$ cat config.mk
export PLATFORM = sky130hd
export DESIGN_NAME = ebc_reg
export DESIGN_NICKNAME = d
export VERILOG_FILES = /design/src/rtl/ebc_reg.sv
export SDC_FILE = /design/constraint.sdc
export NUM_CORES = 1
export LEC_CHECK = 0
export BUFFER_PORTS_ARGS = -buffer_cell sky130_fd_sc_hd__buf_2
export CAP_MARGIN = 0
export CORE_MARGIN = 10
export CORE_UTILIZATION = 40
export CTS_CLUSTER_SIZE = 24
export DETAILED_ROUTE_END_ITERATION = 10
export PLACE_DENSITY = 0.74
export RECOVER_POWER = 25
export SLEW_MARGIN = 5
export SYNTH_ARGS = -nofsm -noshare
export SYNTH_HDL_FRONTEND = slang
export SYNTH_SLANG_ARGS = --single-unit
$ cat constraint.sdc
create_clock -name clk -period 2.51 [get_ports clk]
set_clock_uncertainty 0.2 [all_clocks]
set_input_delay 0.251 -clock clk [delete_from_list [all_inputs] [get_ports clk]]
set_output_delay 0.251 -clock clk [all_outputs]
set_load 0.05 [all_outputs]
$ cat src/rtl/ebc_reg.sv
module ebc_reg #(
  parameter int          NUM_ENG   = 4,
  parameter int          BLACK_CYC = 32,
  parameter logic [7:0]  REG_OFS   = 8'h40
) (
  input  logic               clk,
  input  logic               rst_n,
  input  logic               strap_retry,
  input  logic               strap_run,
  input  logic               wr_en,
  input  logic [7:0]         wr_addr,
  input  logic [1:0]         wr_be,
  input  logic [15:0]        wr_data,
  input  logic [NUM_ENG-1:0] eng_busy,
  output logic [15:0]        rd_data,
  output logic               post_dis,
  output logic               up_pref,
  output logic               cfg_retry,
  output logic               cpu_hold,
  output logic               ib_rst,
  output logic               cfg_mabort
);
  localparam int CW = (BLACK_CYC > 1) ? $clog2(BLACK_CYC) : 1;

  typedef enum logic [1:0] {S_IDLE, S_DRAIN, S_BLACK, S_DONE} st_t;

  st_t         st;
  logic [CW-1:0] cnt;
  logic        r_pd, r_pf, r_rty, r_hold, hold_dflt;
  logic [3:0]  r_hi;

  wire hit_lo = wr_en && (wr_addr == REG_OFS) && wr_be[0];
  wire hit_hi = wr_en && (wr_addr == REG_OFS) && wr_be[1];
  wire start  = hit_lo && wr_data[5] && (st == S_IDLE);

  always_ff @(posedge clk) begin
    if (!rst_n) begin
      r_pd      <= 1'b0;
      r_pf      <= 1'b1;
      r_rty     <= strap_retry;
      hold_dflt <= !strap_run;
      r_hold    <= !strap_run;
      r_hi      <= '0;
    end else begin
      if (hit_lo) begin
        r_pd  <= wr_data[0];
        r_rty <= wr_data[2];
        r_pf  <= wr_data[3];
      end
      if (start)
        r_hold <= hold_dflt;
      else if (hit_lo && !wr_data[1])
        r_hold <= 1'b0;
      if (hit_hi)
        r_hi <= {wr_data[12], wr_data[10:8]};
    end
  end

  always_ff @(posedge clk) begin
    if (!rst_n) begin
      st  <= S_IDLE;
      cnt <= '0;
    end else begin
      case (st)
        S_IDLE:  if (start) st <= S_DRAIN;
        S_DRAIN: if (!(|eng_busy)) begin
                   st  <= S_BLACK;
                   cnt <= '0;
                 end
        S_BLACK: if (cnt == CW'(BLACK_CYC - 1)) st <= S_DONE;
                 else cnt <= cnt + 1'b1;
        S_DONE:  st <= S_IDLE;
        default: st <= S_IDLE;
      endcase
    end
  end

  assign rd_data = {3'b000, r_hi[3], 1'b0, r_hi[2:0], 2'b00, (st != S_IDLE),
                    1'b0, r_pf, r_rty, r_hold, r_pd};

  assign post_dis   = r_pd;
  assign up_pref    = r_pf;
  assign cfg_retry  = r_rty;
  assign cpu_hold   = r_hold;
  assign ib_rst     = (st == S_DRAIN) || (st == S_BLACK);
  assign cfg_mabort = (st == S_DRAIN) || (st == S_BLACK);
endmodule


==> metrics <==
Resize count post-CTS=0; biggest area contributors in the synthesized netlist=sky130_fd_sc_hd__dfxtp_1 (27%), sky130_fd_sc_hd__buf_4 (9.2%), sky130_fd_sc_hd__edfxtp_1 (9.2%), sky130_fd_sc_hd__ha_1 (7.7%), sky130_fd_sc_hd__mux2i_1 (6.1%); TritonCTS Buffers=3; die area=about 0.0048 mm²; leading cell type in the layout, fill and taps excluded=sky130_fd_sc_hd__buf_2; proportion of netlist area held by the largest area contributor=0.2656; power per standard cell area=around 440 mW/mm²; share of the yosys chip area belonging to registers=0.3576; clock sink total=16; biggest area consumer among synthesized cells=sky130_fd_sc_hd__dfxtp_1; sum of internal, switching and leakage power=0.5357 mW; outcome=finished clean; capture instance of the worst register-to-register path=cnt[4]; Post-CTS Hold Fix Bufs=5; list of cells traversed by the critical path=ha_1 > and3_1 > ha_1 > nor2b_1 > o21ai_0 > nand2_1 > a21oi_1; Data required, critical path=between 2000 and 3000 ps; timing-limited maximum frequency=around 0.47 GHz; netlist area before placement=979.7 µm²; hold worst-path end=up_pref; global route total overflow=0; path category of the worst min-delay check=in2reg; diode count=0; worst flop-to-flop path startpoint=cnt[0]; Post-Synthesis Mean Instance Area=approximately 10 µm²; number of placed I/O pins=57; Setup-failing EPs final=0; number of inserted filler cells in the final layout=211; initial core utilization=0.4305; drt drc=0; hold_sp=wr_data[3]; Distinct cells, synth=34; type of element launching the critical path=register; total wire length after detailed routing=2342 µm; floorplan die height=69.49 µm; H-tree depth reported by CTS=1; number of synthesized register bits=16; Synth warnings=0; NumNets Final=184; arrival time of data at the critical path endpoint=approximately 2100 ps; cell row count=17; Worst Hold Slack=slightly above 8 ps; clock transition time at the flip-flop clock pins of the worst setup and hold paths=100 ps; number of instances in the synthesized netlist=98; top library cells by usage in the layout, fill and taps aside=sky130_fd_sc_hd__buf_2 (38), sky130_fd_sc_hd__dfxtp_1 (13), sky130_fd_sc_hd__nand2_1 (9); Pleak=around 0.59 nW; P&R area growth vs syn=24.52%; area inside the core boundary=0.002276 mm²; delay of the slowest cell on the worst path=about 430 ps; aggregate negative setup slack=0 ps; transition at the pin with the smallest max-transition slack=approximately 700 ps; Crit Path Max Fanout=7; floorplan die width=69.49 µm; final slew viol count=0; number of cells on the worst hold path=3; share of post-route cells with drive strength above 1=0.3451; portion of the clock cycle consumed by the worst path in the final layout=0.8401; combined global-route utilization of all metal layers=0.09925; worst-case headroom to the max-slew limit=0.5260; crit path max-delay cell type=sky130_fd_sc_hd__nor2b_1; initial drt markers=10; post-DR vias/cell=slightly below 5; DRT Pass-1 Iters=4; Largest delay share family, worst path=simple AND/OR/NAND/NOR gates; final critical delay including setup and external delays=approximately 2100 ps; critical path buffer and inverter count=0; global-route wire length before repair=about 4000 µm; clock latency on the worst-skew pair=290 ps; worst reg2reg setup slack=between 400 and 500 ps; most used cell along the critical path=sky130_fd_sc_hd__ha_1; Crit. End Element=register; crit path launch=cnt[0]; hold violation total from the final report=0; overall via count from detail_route=841; Worst Setup Path Type=reg2reg; half-perimeter wire length after detailed placement=just under 2000 µm; vias in the first global route=between 800 and 900; root buffer cell=sky130_fd_sc_hd__clkbuf_4; post-detailed-route count of antenna-violating nets=0; Peak supply drop=0.2654 mV; CTS tree=yes; initial antenna violation count=0; max capacitance violation total=0; maximum clock path buffer count=2; total of buffers placed on input and output ports=42; worst-case reg-to-reg path depth=7; placer's final routability congestion estimate=between 0.7 and 0.8; DR WL/cell=approximately 14 µm; RSZ-0062 raised after global routing=no; buffers inserted by post-CTS timing repair=0; largest net degree at the start of global routing=12
worst register-to-register path: cells and delay by family, from the launching register on:
kind / cells / cell delay, ps
adders and majority gates: 2 / 390
AOI/OAI and AO/OA: 2 / 320
DFF: 1 / 350
and+or+nand+nor: 3 / 750
metrics by stage:
stage,area [µm²],instances,setup WS [ps],utilization
after floorplan,1002,104,623.5,-
after global placement,1154,161,467.2,0.5069
after detailed placement,1154,161,423.5,0.5069
after CTS,1240,170,393.4,0.5448
after global routing,1220,170,203.9,0.5360
final,1220,170,401.3,0.5360
power by group:
group	total, mW	switching [mW]	leakage (nW)	internal, mW
Combinational	0.0963	0.0679	0.430	0.0285
Clock	0.172	0.0835	0.0210	0.0884
Sequential	0.267	0.00143	0.134	0.266
cells by family after synthesis:
family / count (synthesis) / synth area share
AND/OR/NAND/NOR: 34 / 0.2235
buffers and inverters: 19 / 0.1188
flip-flops: 16 / 0.3576
AO/OA/AOI/OAI: 13 / 0.1290
multiplexers: 7 / 0.07280
adder cells (fa/ha/maj): 6 / 0.07663
XOR/XNOR: 2 / 0.01788
other: 1 / 0.003828
synthesized netlist by cell type, drive strengths merged:
| library cell | count |
|---|---|
| nor2 | 8 |
| o21ai | 2 |
| o221a | 1 |
| nor2b | 2 |
| a2111oi | 1 |
| mux2 | 1 |
| o211ai | 2 |
| inv | 5 |
| nand3 | 2 |
| a21oi | 3 |
| a31oi | 1 |
| nor4 | 2 |
| buf | 12 |
| xor2 | 2 |
| nor4b | 1 |
| and3 | 3 |
| dfxtp | 13 |
| ha | 6 |
| nand2 | 9 |
| or3 | 1 |
| o41ai | 1 |
| nand4 | 5 |
| o22ai | 1 |
| clkbuf | 1 |
| nand4b | 1 |
| clkinv | 1 |
| a21boi | 1 |
| conb | 1 |
| edfxtp | 3 |
| mux2i | 6 |
sequential cells by signal (all words and copies together), names as in the netlist:
register,count
cpu_hold,1
r_hi,4
up_pref,1
st,2
hold_dflt,1
post_dis,1
cfg_retry,1
cnt,5
routing by layer:
layer / global-route usage / vias up / routed length [µm]
met2: 0.1663 / 39 / 1169
met4: 0.02661 / 0 / 17
met3: 0.05706 / 2 / 224
li1: - / 416 / -
met1: 0.1031 / 384 / 931
met5: 0 / - / 0
worst max path at each step:
| stage | cells after the start | to |
|---|---|---|
| 2_1_floorplan | 7 | cnt[0] |
| 3_5_place_dp | 7 | cnt[4] |
| 4_1_cts | 7 | cnt[4] |
| 5_1_grt | 7 | cnt[1] |
| 6_report | 7 | cnt[4] |
| 3_3_place_gp | 7 | cnt[0] |
layout make-up:
type,instances,area [µm²],share of cell area
Multi-Input combinational cell,69,520.5,0.4267
Sequential cell,16,350.3,0.2872
Timing Repair Buffer,47,255.2,0.2092
Clock buffer,4,36.28,0.02974
Tap cell,28,35.03,0.02872
Inverter,6,22.52,0.01846
No activity file was read; power rests on OpenSTA's default activity.
